**src/rtl/dma_rf_pkg.sv**
```systemverilog
package dma_rf_pkg;
    localparam int unsigned DATA_W    = 32;
    localparam int unsigned CNT_W     = 24;
    localparam logic [11:0] CH_BASE   = 12'h080;
    localparam logic [11:0] REV_ADDR  = 12'h0C8;
    localparam logic [31:0] REV_VALUE = 32'h0001_0800;

    // command word bit positions
    localparam int unsigned CMD_GO     = 0;
    localparam int unsigned CMD_FIN    = 1;
    localparam int unsigned CMD_FIN_EN = 2;
    localparam int unsigned CMD_ERR    = 4;
    localparam int unsigned CMD_ERR_EN = 5;

    // register select follows address bits [3:2]
    typedef enum logic [1:0] {
        SEL_SRC = 2'd0,
        SEL_DST = 2'd1,
        SEL_CNT = 2'd2,
        SEL_CMD = 2'd3
    } reg_sel_e;

    typedef struct packed {
        logic [DATA_W-1:0] src;
        logic [DATA_W-1:0] dst;
        logic [CNT_W-1:0]  cnt;
        logic [DATA_W-1:0] cmd;
    } chan_regs_t;
endpackage

```
**src/rtl/dma_rf_decode.sv**
```systemverilog
module dma_rf_decode
    import dma_rf_pkg::*;
#(
    parameter int unsigned NCH    = 4,
    parameter int unsigned ADDR_W = 12
) (
    input  logic              acc_en,
    input  logic              acc_word,
    input  logic [ADDR_W-1:0] addr,
    output logic [NCH-1:0]    ch_hit,
    output reg_sel_e          sel,
    output logic              rev_hit
);
    localparam int unsigned SLOT_W = ADDR_W - 4;

    logic              legal;
    logic              in_win;
    logic [SLOT_W-1:0] slot;

    assign legal  = acc_en && acc_word && (addr[1:0] == 2'b00);
    assign in_win = addr >= ADDR_W'(CH_BASE);
    assign slot   = addr[ADDR_W-1:4] - SLOT_W'(CH_BASE >> 4);

    always_comb begin
        rev_hit = legal && (addr == ADDR_W'(REV_ADDR));
        sel     = reg_sel_e'(addr[3:2]);
        ch_hit  = '0;
        for (int n = 0; n < NCH; n++) begin
            if (legal && in_win && !rev_hit && (slot == SLOT_W'(n))) begin
                ch_hit[n] = 1'b1;
            end
        end
    end
endmodule

```
**src/rtl/dma_rf_chan.sv**
```systemverilog
module dma_rf_chan
    import dma_rf_pkg::*;
(
    input  logic              clk,
    input  logic              rst_n,
    input  logic              wr_en,
    input  reg_sel_e          sel,
    input  logic [DATA_W-1:0] wdata,
    input  logic              granted,
    input  logic              eng_done,
    input  logic              eng_err,
    output chan_regs_t        regs,
    output logic              start_nxt
);
    chan_regs_t r_d, r_q;

    always_comb begin
        r_d = r_q;
        // engine events touch only the owner
        if (granted && eng_done) begin
            r_d.cmd[CMD_GO] = 1'b0;
            if (r_q.cmd[CMD_FIN_EN]) r_d.cmd[CMD_FIN] = 1'b1;
        end
        if (granted && eng_err) begin
            r_d.cmd[CMD_GO] = 1'b0;
            if (r_q.cmd[CMD_ERR_EN]) r_d.cmd[CMD_ERR] = 1'b1;
        end
        // a software write in the same cycle takes precedence
        if (wr_en) begin
            unique case (sel)
                SEL_SRC: r_d.src = wdata;
                SEL_DST: r_d.dst = wdata;
                SEL_CNT: r_d.cnt = wdata[CNT_W-1:0];
                SEL_CMD: r_d.cmd = wdata;
                default: r_d     = r_q;
            endcase
        end
    end

    always_ff @(posedge clk) begin
        if (!rst_n) r_q <= '0;
        else        r_q <= r_d;
    end

    assign regs      = r_q;
    assign start_nxt = r_d.cmd[CMD_GO];
endmodule

```
**src/rtl/dma_rf_arbiter.sv**
```systemverilog
module dma_rf_arbiter #(
    parameter int unsigned NCH  = 4,
    localparam int unsigned CH_W = $clog2(NCH)
) (
    input  logic            clk,
    input  logic            rst_n,
    input  logic [NCH-1:0]  start_nxt,
    input  logic            eng_done,
    input  logic            eng_stall,
    input  logic            eng_err,
    output logic [NCH-1:0]  gnt,
    output logic            gnt_valid,
    output logic [CH_W-1:0] gnt_idx
);
    typedef struct packed {
        logic            valid;
        logic [CH_W-1:0] idx;
    } arb_st_t;

    arb_st_t s_d, s_q;
    logic    move;
    int      base;

    assign move = !s_q.valid || eng_done || eng_stall || eng_err || !start_nxt[s_q.idx];
    assign base = s_q.valid ? int'(s_q.idx) + 1 : 0;

    always_comb begin
        s_d = s_q;
        if (move) begin
            s_d.valid = 1'b0;
            for (int k = 0; k < NCH; k++) begin
                if (!s_d.valid && start_nxt[(base + k) % NCH]) begin
                    s_d.valid = 1'b1;
                    s_d.idx   = CH_W'((base + k) % NCH);
                end
            end
        end
    end

    always_ff @(posedge clk) begin
        if (!rst_n) s_q <= '0;
        else        s_q <= s_d;
    end

    for (genvar n = 0; n < NCH; n++) begin : g_gnt
        assign gnt[n] = s_q.valid && (s_q.idx == CH_W'(n));
    end
    assign gnt_valid = s_q.valid;
    assign gnt_idx   = s_q.idx;
endmodule

```
**src/rtl/dma_regfile_arb.sv**
```systemverilog
module dma_regfile_arb
    import dma_rf_pkg::*;
#(
    parameter int unsigned NCH    = 4,
    parameter int unsigned ADDR_W = 12
) (
    input  logic              clk,
    input  logic              rst_n,
    input  logic              acc_en,
    input  logic              acc_wr,
    input  logic              acc_word,
    input  logic [ADDR_W-1:0] acc_addr,
    input  logic [31:0]       acc_wdata,
    output logic [31:0]       acc_rdata,
    input  logic              eng_done,
    input  logic              eng_stall,
    input  logic              eng_err,
    output logic [NCH-1:0]    gnt,
    output logic              gnt_valid,
    output logic [31:0]       xfer_src,
    output logic [31:0]       xfer_dst,
    output logic [23:0]       xfer_cnt,
    output logic [31:0]       xfer_cmd,
    output logic              irq
);
    localparam int unsigned CH_W = $clog2(NCH);

    logic [NCH-1:0]    ch_hit;
    reg_sel_e          sel;
    logic              rev_hit;
    logic [NCH-1:0]    start_nxt;
    logic [CH_W-1:0]   gnt_idx;
    chan_regs_t        ch_regs [NCH];
    logic [DATA_W-1:0] rdata_d, rdata_q;

    dma_rf_decode #(.NCH(NCH), .ADDR_W(ADDR_W)) i_decode (
        .acc_en  (acc_en),
        .acc_word(acc_word),
        .addr    (acc_addr),
        .ch_hit  (ch_hit),
        .sel     (sel),
        .rev_hit (rev_hit)
    );

    for (genvar n = 0; n < NCH; n++) begin : g_chan
        dma_rf_chan i_chan (
            .clk      (clk),
            .rst_n    (rst_n),
            .wr_en    (ch_hit[n] && acc_wr),
            .sel      (sel),
            .wdata    (acc_wdata),
            .granted  (gnt[n]),
            .eng_done (eng_done),
            .eng_err  (eng_err),
            .regs     (ch_regs[n]),
            .start_nxt(start_nxt[n])
        );
    end

    dma_rf_arbiter #(.NCH(NCH)) i_arb (
        .clk      (clk),
        .rst_n    (rst_n),
        .start_nxt(start_nxt),
        .eng_done (eng_done),
        .eng_stall(eng_stall),
        .eng_err  (eng_err),
        .gnt      (gnt),
        .gnt_valid(gnt_valid),
        .gnt_idx  (gnt_idx)
    );

    // read path: registered, zero when no read is decoded
    always_comb begin
        rdata_d = '0;
        if (acc_en && !acc_wr) begin
            if (rev_hit) rdata_d = REV_VALUE;
            for (int n = 0; n < NCH; n++) begin
                if (ch_hit[n]) begin
                    unique case (sel)
                        SEL_SRC: rdata_d = ch_regs[n].src;
                        SEL_DST: rdata_d = ch_regs[n].dst;
                        SEL_CNT: rdata_d = DATA_W'(ch_regs[n].cnt);
                        SEL_CMD: rdata_d = ch_regs[n].cmd;
                        default: rdata_d = '0;
                    endcase
                end
            end
        end
    end

    always_ff @(posedge clk) begin
        if (!rst_n) rdata_q <= '0;
        else        rdata_q <= rdata_d;
    end
    assign acc_rdata = rdata_q;

    always_comb begin
        irq = 1'b0;
        for (int n = 0; n < NCH; n++) begin
            irq = irq | ch_regs[n].cmd[CMD_FIN] | ch_regs[n].cmd[CMD_ERR];
        end
    end

    always_comb begin
        xfer_src = '0;
        xfer_dst = '0;
        xfer_cnt = '0;
        xfer_cmd = '0;
        if (gnt_valid) begin
            xfer_src = ch_regs[gnt_idx].src;
            xfer_dst = ch_regs[gnt_idx].dst;
            xfer_cnt = ch_regs[gnt_idx].cnt;
            xfer_cmd = ch_regs[gnt_idx].cmd;
        end
    end
endmodule

```
**config.mk**
```make
export PLATFORM = sky130hd
export DESIGN_NAME = dma_regfile_arb
export DESIGN_NICKNAME = d
export VERILOG_FILES = /design/src/rtl/dma_rf_pkg.sv /design/src/rtl/dma_rf_decode.sv /design/src/rtl/dma_rf_chan.sv /design/src/rtl/dma_rf_arbiter.sv /design/src/rtl/dma_regfile_arb.sv
export SDC_FILE = /design/constraint.sdc
export NUM_CORES = 1
export LEC_CHECK = 0
export BUFFER_PORTS_ARGS = -buffer_cell sky130_fd_sc_hd__buf_2
export CAP_MARGIN = 10
export CORE_ASPECT_RATIO = 0.9
export CORE_MARGIN = 8
export CORE_UTILIZATION = 56
export CTS_BUF_LIST = sky130_fd_sc_hd__clkbuf_4 sky130_fd_sc_hd__clkbuf_8
export DETAILED_ROUTE_END_ITERATION = 12
export MAX_ROUTING_LAYER = met4
export PLACE_DENSITY = 0.82
export SLEW_MARGIN = 20
export SYNTH_ARGS = -nofsm -noshare
export SYNTH_HDL_FRONTEND = slang
export SYNTH_SLANG_ARGS = --single-unit
```
**constraint.sdc**
```tcl
create_clock -name clk -period 4.4 [get_ports clk]
set_clock_uncertainty 0.05 [all_clocks]
set_input_delay 1.1 -clock clk [delete_from_list [all_inputs] [get_ports clk]]
set_output_delay 1.1 -clock clk [all_outputs]
set_load 0.01 [all_outputs]
```
Word level (Yosys, flattened, before mapping)
Index checks and enable logic that the tools add are counted.
- register bits: 515
- input bits: 52
- output and inout bits: 158
- logic and storage cells: 182
- $add $sub $neg: 5
- magnitude comparators: 7
- eq/ne operators: 11
- multiplexer cells: 66
- bitwise gates (word level): 8
- reduce and logical (&&, ||, !) cells: 62
- operators with widths (cell ; count):
    $pmux 32 s4 ; 4
    $bmux 120 s2 ; 1
    $mux 120 ; 2
    $mux 32 ; 7
    $mux 5 ; 8
    $reduce_and 2->1 ; 18
    $logic_and 1x1->1 ; 29
    $mux 1 ; 25
    $mux 24 ; 1
    $mux 3 ; 7
    $mux 17 ; 1
    $eq 8x2->1 const B ; 2
    $lt 2x3->1 const B ; 5
    $eq 12x8->1 const B ; 1
    $ge 12x8->1 const B ; 1
    $bmux 1 s2 ; 5
    $mux 2 ; 5
    $eq 2x2->1 const B ; 4
    $eq 8x1->1 const B ; 1
    $logic_not 8->1 ; 1
    $sub 8x4->8 const B ; 1
    $logic_not 1->1 ; 7
    $or 1x1->1 ; 7
    $logic_not 2->1 ; 3
    other kinds (7) ; 13

Longest topological paths before layout
Gate-level depths: netlist (run 1).
- word-level depth: 26
- mapped depth: 13
- depth with buffers taken out: 10

Hierarchy
Synthesis (run 1) repeated with hierarchy kept, for this count alone.
- cells, all modules: 3005
- area total of the unflattened synthesis: 27033.4 um^2
- modules (own cells, without submodules) (module ; instances ; cells an instance ; area each (um^2) ; seq. area each (um^2)):
    dma_rf_chan ; 4 ; 530 ; 4486.8 ; 2402.3
    dma_regfile_arb ; 1 ; 806 ; 8434.3 ; 640.6
    dma_rf_arbiter ; 1 ; 60 ; 504.2 ; 60.1
    dma_rf_decode ; 1 ; 19 ; 147.6 ; 0.0

Worst setup path after synthesis (run 1)
Ideal clock, no wire load.
- path type: in2reg
- start point: in acc_addr[7]
- end point: reg i_arb.s_q (netlist bit i_arb.gnt_idx[0])
- library setup time: 129 ps
- data arrival time: 3040 ps
- required time: 4221 ps
- slack: 1181 ps
- stages on the path: 10
- buffers on the path: 0
- path through: inv_1 ha_1 xnor2_4 nand3_2 or4_1 o21bai_1 a41oi_1 or3b_1 o211a_1 o32ai_2
- cells in the longest elaborated chain, start to end: 24
- elaborated cells between the ends (all ways): 54
- classes of those cells: add/sub: 1; order compare: 1; eq/ne: 5; mux: 25; reduce/logical: 22
- ends and longest elaborated chain (element ; line ; text):
    start: declaration ; dma_regfile_arb.sv:12 ; input logic [ADDR_W-1:0] acc_addr,
    branches (longest 24 deep; another with $sub 8x4->8) ; n/a ;
    end signal: assignment ; dma_rf_arbiter.sv:41 ; if (!rst_n) s_q <= '0;
    end signal: assignment ; dma_rf_arbiter.sv:42 ; else s_q <= s_d;
    end: declaration ; dma_rf_arbiter.sv:20 ; arb_st_t s_d, s_q;
Parallel ways; which one is timed is not known. The select of a mux whose other input is x is not followed.
A chain may end at the register's enable or synchronous reset.

Worst setup path in the final report (run 1)
- start point: reg i_arb.s_q (netlist bit i_arb.gnt_idx[1])
- end point: out xfer_cnt[16]
- cells in the longest elaborated chain, start to end: 5
- ends and longest elaborated chain (element ; line ; text):
    $not 2->3 (not written as such) ; dma_regfile_arb.sv:112 ; xfer_cnt = ch_regs[gnt_idx].cnt;
    $bmux 120 s2 ; dma_regfile_arb.sv:112 ;
    $mux 120 (2 in a row) ; n/a ;
    $mux 24 ; dma_regfile_arb.sv:109 ; if (gnt_valid) begin
    end: declaration ; dma_regfile_arb.sv:22 ; output logic [23:0] xfer_cnt,
No other way between the ends. The select of a mux whose other input is x is not followed.

==> report_table.html, run 1 <==
<table>
<tr><th>Metric</th><th>Value</th></tr>
<tr><th colspan="2">Worst setup path</th></tr>
<tr><td>Nature of the critical path startpoint</td><td>flop</td></tr>
<tr><td>Register-to-Register Setup Slack</td><td>1190 ps</td></tr>
<tr><td>Critical Path End Type</td><td>output pin</td></tr>
<tr><td>Maximum fanout along the worst path</td><td>41</td></tr>
<tr><td>Critical path buffers and inverters</td><td>2</td></tr>
<tr><td>WP data arrival</td><td>3000 ps</td></tr>
<tr><td>Crit-path leading delay family</td><td>flip-flops</td></tr>
<tr><td>Crit-path cells</td><td>buf_4 -&gt; mux4_2 -&gt; and2_1 -&gt; buf_2</td></tr>
<tr><td>Number of cells on the worst reg-to-reg path</td><td>10</td></tr>
<tr><td>Max stage delay on crit path</td><td>920 ps</td></tr>
<tr><td>Data required, critical path</td><td>3250 ps</td></tr>
<tr><td>Classification of the worst setup path</td><td>flop to output pin</td></tr>
<tr><td>Crit-path slowest cell</td><td>sky130_fd_sc_hd__dfxtp_4</td></tr>
<tr><td>Logic depth of the worst path, buffers included</td><td>4</td></tr>
<tr><th colspan="2">Detailed routing</th></tr>
<tr><td>Residual DRC count</td><td>0</td></tr>
<tr><td>Number of vias per cell</td><td>6.58</td></tr>
<tr><td>Routed WL</td><td>92.0 mm</td></tr>
<tr><td>Routed wire length per instance</td><td>24.8 um</td></tr>
<tr><td>Remaining antenna violation count after routing</td><td>0</td></tr>
<tr><td>First-pass iteration count of the detailed router</td><td>6</td></tr>
<tr><td>DR iter-0 viols</td><td>3515</td></tr>
<tr><td>Number of vias after detailed routing</td><td>24385</td></tr>
<tr><th colspan="2">Global routing</th></tr>
<tr><td>Overall track demand over capacity in global routing</td><td>0.345</td></tr>
<tr><td>Maximum number of pins on one net before global-route repair</td><td>128</td></tr>
<tr><td>Number of global-route vias before repair</td><td>24140</td></tr>
<tr><td>Wire length of the first global-routing pass</td><td>141 mm</td></tr>
<tr><td>Total congestion overflow</td><td>0</td></tr>
<tr><td>Antenna violations before repair</td><td>4</td></tr>
<tr><th colspan="2">Yosys</th></tr>
<tr><td>Synth cell types</td><td>66</td></tr>
<tr><td>Main area contributors after synthesis</td><td>sky130_fd_sc_hd__dfxtp_1, sky130_fd_sc_hd__mux4_2, sky130_fd_sc_hd__nand2_1</td></tr>
<tr><td>Async set-reset flop share out of synthesis</td><td>0</td></tr>
<tr><td>Average instance area after synthesis</td><td>8.64 um2</td></tr>
<tr><td>Total number of yosys warnings</td><td>0</td></tr>
<tr><td>Synthesized netlist net count</td><td>3028</td></tr>
<tr><td>Part of the Yosys area used for sequential elements</td><td>0.401</td></tr>
<tr><td>Cell count after synthesis</td><td>2971</td></tr>
<tr><td>Library cell occupying the most area in the post-synthesis netlist</td><td>sky130_fd_sc_hd__dfxtp_1</td></tr>
<tr><td>Flip-flop and latch count after synthesis</td><td>515</td></tr>
<tr><td>Post-synth design cell area</td><td>25700 um2</td></tr>
<tr><td>Number of synthesized flops with an enable pin</td><td>0</td></tr>
<tr><td>Top cell type's share of synthesized area</td><td>0.401</td></tr>
<tr><td>Synth Flop Type</td><td>sky130_fd_sc_hd__dfxtp_1</td></tr>
<tr><th colspan="2">Place</th></tr>
<tr><td>HPWL reported at the end of detailed placement</td><td>57.5 mm</td></tr>
<tr><td>Global placement routability congestion</td><td>0.953</td></tr>
<tr><td>Post-placement cell count</td><td>3563</td></tr>
<tr><td>Total of buffers placed on input and output ports</td><td>209</td></tr>
<tr><th colspan="2">Power and ir drop</th></tr>
<tr><td>Power density over the cells</td><td>329 nW/um2</td></tr>
<tr><td>Peak supply drop</td><td>0.258 mV</td></tr>
<tr><td>Static leakage</td><td>0.0100 uW</td></tr>
<tr><th colspan="2">Final layout</th></tr>
<tr><td>Final core area utilization</td><td>0.636</td></tr>
<tr><td>Number of cells in the finished layout apart from fillers</td><td>3708</td></tr>
<tr><td>Count of nets after finishing</td><td>3095</td></tr>
<tr><td>Area growth from synthesis to final layout</td><td>12.4%</td></tr>
<tr><td>Fill cell instance count of the final layout</td><td>3607</td></tr>
<tr><td>Layout cells sized above 1</td><td>0.218</td></tr>
<tr><th colspan="2">Floorplan</th></tr>
<tr><td>Width of the die</td><td>242 um</td></tr>
<tr><td>Io pins</td><td>210</td></tr>
<tr><td>Area of the core</td><td>45400 um2</td></tr>
<tr><td>Effective utilization at floorplan</td><td>0.566</td></tr>
<tr><td>Site row count</td><td>74</td></tr>
<tr><td>Die area</td><td>53000 um2</td></tr>
<tr><td>Height of the die</td><td>219 um</td></tr>
<tr><th colspan="2">Clocking</th></tr>
<tr><td>Post-CTS setup buffers</td><td>0</td></tr>
<tr><td>Clock root buffer</td><td>sky130_fd_sc_hd__clkbuf_8</td></tr>
<tr><td>Clock sink count</td><td>515</td></tr>
<tr><td>Clock input transition at the sequential cells of the worst setup and hold paths</td><td>70 ps</td></tr>
<tr><td>Insertion delay to the later sink of the worst-skew pair</td><td>680 ps</td></tr>
<tr><td>CTS tree</td><td>done</td></tr>
<tr><td>Count of cells resized by post-cts repair</td><td>0</td></tr>
<tr><td>Number of buffers inserted for hold repair after clock tree synthesis</td><td>0</td></tr>
<tr><td>Number of buffers inserted during clock tree synthesis</td><td>81</td></tr>
<tr><td>Maximum count of clock buffers along a single path</td><td>3</td></tr>
<tr><td>H-tree depth</td><td>3</td></tr>
<tr><th colspan="2">STA</th></tr>
<tr><td>Minimum clock period</td><td>4150 ps</td></tr>
<tr><td>Share of the clock period used by the worst path</td><td>0.943</td></tr>
<tr><td>Setup TNS Final</td><td>0 ps</td></tr>
<tr><td>Setup Viol. Count Final</td><td>0</td></tr>
<tr><td>Relative slew margins</td><td>0.420</td></tr>
<tr><td>Pins over their slew limit</td><td>0</td></tr>
<tr><td>Transition time at the pin with the least slew margin</td><td>870 ps</td></tr>
<tr><td>Number of hold violations in the final report</td><td>0</td></tr>
<tr><td>Unrepaired setup endpoints after global routing</td><td>no</td></tr>
<tr><td>Maximum clock frequency</td><td>241 MHz</td></tr>
<tr><th colspan="2">Hold path</th></tr>
<tr><td>Classification of the worst-slack hold path</td><td>flop to flop</td></tr>
<tr><td>Worst hold path depth</td><td>2</td></tr>
<tr><th colspan="2">Status</th></tr>
<tr><td>Outcome</td><td>completed</td></tr>
<tr><th colspan="2">Run</th></tr>
<tr><td>Number of max-cap violations</td><td>0</td></tr>
</table>
[per-stage QoR]
| stage | area (um2) | worst slack [ps] | hold WS (ps) | total power (uW) |
|---|---|---|---|---|
| 5_1_grt | 28900 | 182 | 434 | 9700 |
| 6_report | 28900 | 251 | 413 | 9490 |
| 4_1_cts | 28900 | 273 | 416 | 9470 |
| 3_3_place_gp | 27100 | 775 | 398 | 5120 |
| 3_5_place_dp | 27100 | 730 | 404 | 5130 |
| 2_1_floorplan | 25700 | 1180 | 388 | 5030 |
[layout make-up]
type / instances / area [um2] / area share
flip-flops and latches: 515 / 10300 / 0.357
clock buffers: 114 / 1480 / 0.0513
inverters: 10 / 45.0 / 0.00156
clock inverters: 26 / 272 / 0.00940
repair buffers: 284 / 1780 / 0.0618
multi-input cells: 2146 / 14200 / 0.492
diodes: 5 / 12.5 / 0.000433
well taps: 608 / 761 / 0.0263
[layout by cell type, fill, tap and decap left out, drive strengths merged, types with 3 or more instances in the layout]
master,synthesis,final
clkinv,0,17
nor3,12,12
nor4,10,10
nand2,971,971
diode,0,5
o21ai,6,6
and3,3,3
a311oi,8,8
nor2,122,122
clkbuf,233,114
bufinv,0,4
ha,5,5
mux2i,56,56
or3b,3,3
or3,3,3
a21oi,493,493
dfxtp,515,515
a221oi,22,22
nand3,9,9
and2,125,125
inv,10,13
buf,67,284
nor2b,5,5
mux4,218,218
nand2b,3,3
o21a,3,3
nand3b,3,3
a211oi,24,24
[sequential cells by signal (all words and copies together), names as in the netlist]
signal	cells
i_arb.gnt_valid	1
i_arb.gnt_idx	2
acc_rdata	32
g_chan.i_chan.regs	480
[power breakdown]
| group | internal, uW | switching (uW) |
|---|---|---|
| Clock | 2420 | 2020 |
| Combinational | 98.3 | 285 |
| Sequential | 4660 | 0.215 |
| Total | 7180 | 2300 |
[path summary, 6_finish.rpt]
| kind | from | to |
|---|---|---|
| hold / removal | g_chan[2].i_chan.regs[37] | g_chan[2].i_chan.regs[37] |
| hold reg to reg | g_chan[2].i_chan.regs[37] | g_chan[2].i_chan.regs[37] |
| setup reg to reg | i_arb.gnt_idx[1] | i_arb.gnt_idx[0] |
| setup / recovery | i_arb.gnt_idx[1] | xfer_cnt[16] |
[tightest hold or removal path, delay by kind of cell (launching register included)]
kind | cells | cell delay (ps)
flops | 1 | 320
compound gates | 1 | 50
simple gates | 1 | 50
[synth_stat cells (5+ instances only)]
cell,instances
sky130_fd_sc_hd__a221oi_1,22
sky130_fd_sc_hd__clkbuf_1,233
sky130_fd_sc_hd__o21ai_0,6
sky130_fd_sc_hd__mux2i_1,56
sky130_fd_sc_hd__nor4_1,10
sky130_fd_sc_hd__a311oi_1,8
sky130_fd_sc_hd__nand2_1,970
sky130_fd_sc_hd__buf_4,7
sky130_fd_sc_hd__nor2b_1,5
sky130_fd_sc_hd__a21oi_1,493
sky130_fd_sc_hd__nor2_1,122
sky130_fd_sc_hd__buf_1,23
sky130_fd_sc_hd__ha_1,5
sky130_fd_sc_hd__inv_1,10
sky130_fd_sc_hd__nand3_1,7
sky130_fd_sc_hd__buf_2,37
sky130_fd_sc_hd__mux4_2,218
sky130_fd_sc_hd__dfxtp_1,515
sky130_fd_sc_hd__and2_1,125
sky130_fd_sc_hd__nor3_1,10
sky130_fd_sc_hd__a211oi_1,24
[kinds of logic (layout without fill, tap and decap cells)]
family / after synthesis / after routing / synth area share
buf+inv: 310 / 434 / 0.0481
simple gates: 1283 / 1283 / 0.208
other cells: 0 / 5 / 0
flops: 515 / 515 / 0.401
mux: 276 / 276 / 0.214
fa+ha+maj: 5 / 5 / 0.00244
xor+xnor: 4 / 4 / 0.00210
compound gates: 578 / 578 / 0.123
[layer usage]
layer / track usage / vias to the layer above / wire (um)
li1: - / 10345 / -
met3: 0.109 / 498 / 14000
met5: - / - / 0
met1: 0.420 / 11511 / 32200
met2: 0.506 / 2031 / 40100
met4: 0.199 / 0 / 5790
Note: power is estimated with default switching activity, not from simulation.
==> run 2, diff against run 1 <==
- PLACE_DENSITY: 0.82 -> 0.73
==> run 2 against run 1 <==
- combinational power about the same
- sequential cell count unchanged
- worst setup slack better by 270 ps
- clock-buffer cell count increased by 17
- hold slack got worse by 1.2 ps
- via count fell by 0.53%
==> report_table.html, run 2 (synthesized netlist as in run 1, its figures left out) <==
<table>
<tr><th>Metric</th><th>Value</th></tr>
<tr><th colspan="2">Status</th></tr>
<tr><td>Outcome</td><td>completed</td></tr>
<tr><th colspan="2">Power and ir drop</th></tr>
<tr><td>Fraction of power consumed by the clock network</td><td>0.474 (+0.006)</td></tr>
<tr><td>Peak supply drop</td><td>0.212 mV (-18%)</td></tr>
<tr><td>Switching share of power</td><td>0.239 (-0.00349)</td></tr>
<tr><td>Internal power consumption</td><td>7290 uW (+1.5%)</td></tr>
<tr><td>Sequential group share of total power</td><td>0.486 (-0.005)</td></tr>
<tr><td>Power share of the combinational group</td><td>0.040 (about the same)</td></tr>
<tr><td>Power density over the cells</td><td>330 nW/um2 (+0.44%)</td></tr>
<tr><td>Net switching power of the design</td><td>2290 uW (-0.42%)</td></tr>
<tr><td>Static leakage</td><td>0.0101 uW (+0.60%)</td></tr>
<tr><th colspan="2">Detailed routing</th></tr>
<tr><td>Residual DRC count</td><td>0 (unchanged)</td></tr>
<tr><td>Number of vias per cell</td><td>6.53 (-0.77%)</td></tr>
<tr><td>Number of vias after detailed routing</td><td>24255 (-0.53%)</td></tr>
<tr><td>DR iter-0 viols</td><td>3668 (+4.4%)</td></tr>
<tr><td>Routed WL</td><td>93.0 mm (+1.0%)</td></tr>
<tr><td>First-pass iteration count of the detailed router</td><td>7 (+1)</td></tr>
<tr><td>Routed wire length per instance</td><td>25.0 um (+0.75%)</td></tr>
<tr><td>Remaining antenna violation count after routing</td><td>0 (unchanged)</td></tr>
<tr><th colspan="2">Place</th></tr>
<tr><td>Post-placement cell count</td><td>3563 (unchanged)</td></tr>
<tr><td>Global placement routability congestion</td><td>0.939 (-1.5%)</td></tr>
<tr><td>HPWL reported at the end of detailed placement</td><td>57.7 mm (+0.33%)</td></tr>
<tr><td>Total of buffers placed on input and output ports</td><td>209 (unchanged)</td></tr>
<tr><th colspan="2">Clocking</th></tr>
<tr><td>Insertion delay to the later sink of the worst-skew pair</td><td>670 ps (about the same)</td></tr>
<tr><td>Post-CTS setup buffers</td><td>0 (unchanged)</td></tr>
<tr><td>H-tree depth</td><td>3 (unchanged)</td></tr>
<tr><td>Count of cells resized by post-cts repair</td><td>0 (unchanged)</td></tr>
<tr><td>Number of buffers inserted for hold repair after clock tree synthesis</td><td>0 (unchanged)</td></tr>
<tr><td>Clock input transition at the sequential cells of the worst setup and hold paths</td><td>60 ps (about the same)</td></tr>
<tr><td>CTS tree</td><td>done</td></tr>
<tr><td>Clock root buffer</td><td>sky130_fd_sc_hd__clkbuf_8</td></tr>
<tr><td>Clock sink count</td><td>515 (unchanged)</td></tr>
<tr><td>Number of buffers inserted during clock tree synthesis</td><td>84 (+3.7%)</td></tr>
<tr><td>Maximum count of clock buffers along a single path</td><td>3 (unchanged)</td></tr>
<tr><th colspan="2">Floorplan</th></tr>
<tr><td>Effective utilization at floorplan</td><td>0.566 (unchanged)</td></tr>
<tr><td>Io pins</td><td>210 (unchanged)</td></tr>
<tr><td>Height of the die</td><td>219 um (unchanged)</td></tr>
<tr><td>Site row count</td><td>74 (unchanged)</td></tr>
<tr><td>Area of the core</td><td>45400 um2 (unchanged)</td></tr>
<tr><td>Width of the die</td><td>242 um (unchanged)</td></tr>
<tr><td>Die area</td><td>53000 um2 (unchanged)</td></tr>
<tr><th colspan="2">STA</th></tr>
<tr><td>Pins over their slew limit</td><td>0 (unchanged)</td></tr>
<tr><td>Transition time at the pin with the least slew margin</td><td>1180 ps (+313 ps)</td></tr>
<tr><td>Minimum clock period</td><td>3880 ps (-271 ps)</td></tr>
<tr><td>Relative slew margins</td><td>0.211 (-0.208)</td></tr>
<tr><td>Setup TNS Final</td><td>0 ps (unchanged)</td></tr>
<tr><td>Hold Worst Slack</td><td>412 ps (-1.23 ps)</td></tr>
<tr><td>Share of the clock period used by the worst path</td><td>0.881 (-0.0617)</td></tr>
<tr><td>Number of hold violations in the final report</td><td>0 (unchanged)</td></tr>
<tr><td>Maximum clock frequency</td><td>258 MHz (+7.0%)</td></tr>
<tr><td>Unrepaired setup endpoints after global routing</td><td>no</td></tr>
<tr><td>Setup Viol. Count Final</td><td>0 (unchanged)</td></tr>
<tr><th colspan="2">Worst setup path</th></tr>
<tr><td>WP data arrival</td><td>2730 ps (-270 ps)</td></tr>
<tr><td>Register-to-Register Setup Slack</td><td>1280 ps (+90 ps)</td></tr>
<tr><td>Critical Path End Type</td><td>output pin</td></tr>
<tr><td>Nature of the critical path startpoint</td><td>flop</td></tr>
<tr><td>Data required, critical path</td><td>3250 ps (about the same)</td></tr>
<tr><td>Maximum fanout along the worst path</td><td>31 (-24%)</td></tr>
<tr><td>Classification of the worst setup path</td><td>flop to output pin</td></tr>
<tr><th colspan="2">Run</th></tr>
<tr><td>Number of max-cap violations</td><td>0 (unchanged)</td></tr>
<tr><th colspan="2">Final layout</th></tr>
<tr><td>Count of nets after finishing</td><td>3098 (+0.097%)</td></tr>
<tr><td>Number of cells in the finished layout apart from fillers</td><td>3717 (+0.24%)</td></tr>
<tr><td>Fill cell instance count of the final layout</td><td>3709 (+2.8%)</td></tr>
<tr><td>Final core area utilization</td><td>0.640 (+0.00378)</td></tr>
<tr><td>Commonest cells after routing, fill and taps aside</td><td>sky130_fd_sc_hd__nand2_1, sky130_fd_sc_hd__dfxtp_1, sky130_fd_sc_hd__a21oi_1</td></tr>
<tr><td>Area growth from synthesis to final layout</td><td>13.1%</td></tr>
<tr><td>Most common library cell in the layout ignoring fill and taps</td><td>sky130_fd_sc_hd__nand2_1</td></tr>
<tr><td>Largest register FFs</td><td>480 (unchanged)</td></tr>
<tr><td>Layout cells sized above 1</td><td>0.221 (+0.00284)</td></tr>
<tr><th colspan="2">Hold path</th></tr>
<tr><td>Classification of the worst-slack hold path</td><td>flop to flop</td></tr>
<tr><th colspan="2">Global routing</th></tr>
<tr><td>Antenna violations before repair</td><td>5 (+1)</td></tr>
<tr><td>Overall track demand over capacity in global routing</td><td>0.348 (+0.00298)</td></tr>
<tr><td>Total congestion overflow</td><td>0 (unchanged)</td></tr>
<tr><td>Wire length of the first global-routing pass</td><td>140 mm (-0.55%)</td></tr>
<tr><td>Maximum number of pins on one net before global-route repair</td><td>124 (-3.1%)</td></tr>
<tr><td>Number of global-route vias before repair</td><td>23181 (-4.0%)</td></tr>
</table>
run 2: cell count changes in the layout (fill, tap and decap cells not counted), sizes merged:
| cell | previous run | this run |
|---|---|---|
| bufinv | 4 | 3 |
| clkbuf | 114 | 131 |
| clkinv | 17 | 13 |
| clkinvlp | 2 | 3 |
| diode | 5 | 4 |
| inv | 13 | 10 |
run 2: final timing paths:
kind,endpoint,start,depth (start not counted)
max,xfer_cnt[23],i_arb.gnt_idx[1],4
min,g_chan[0].i_chan.regs[115],g_chan[0].i_chan.regs[115],2
max reg2reg,i_arb.gnt_idx[0],i_arb.gnt_idx[1],10
min reg2reg,g_chan[0].i_chan.regs[115],g_chan[0].i_chan.regs[115],2
run 2: routing by layer:
| metal | routed length [um] | global-route usage |
|---|---|---|
| met5 | 0 | - |
| met1 | 34600 | 0.445 |
| met4 | 4800 | 0.161 |
| met3 | 13600 | 0.106 |
| met2 | 40000 | 0.507 |
run 2: critical path: stages, from the launching register on:
cell and delay, ps:
sky130_fd_sc_hd__dfxtp_4 810, sky130_fd_sc_hd__buf_4 320, sky130_fd_sc_hd__mux4_2 520, sky130_fd_sc_hd__and2_1 240, sky130_fd_sc_hd__buf_2 170
run 2: per-stage QoR:
stage               total power [uW]  worst slack, ps  cell area (um2)
floorplan                       5030             1180            25700
detailed placement              5140              711            27200
finish                          9590              522            29000
CTS                             9580              531            29000
global route                    9810              458            29000
global placement                5130              823            27200
run 2: final cells by class:
| cell class | count | area [um2] | area share |
|---|---|---|---|
| multi-input cells | 2146 | 14200 | 0.490 |
| clock buffers | 131 | 1630 | 0.0560 |
| inverters | 10 | 45.0 | 0.00155 |
| diodes | 4 | 10.0 | 0.000345 |
| clock inverters | 19 | 189 | 0.00651 |
| well taps | 608 | 761 | 0.0262 |
| flip-flops and latches | 515 | 10300 | 0.355 |
| repair buffers | 284 | 1860 | 0.0640 |
run 2: power by group through the flow:
stage                     clock network [uW]  logic, uW  registers (uW)
after floorplan                            0        266            4770
after global placement                     0        368            4760
after detailed placement                   0        373            4760
after CTS                               4540        373            4660
after global routing                    4750        401            4660
final                                   4540        386            4660
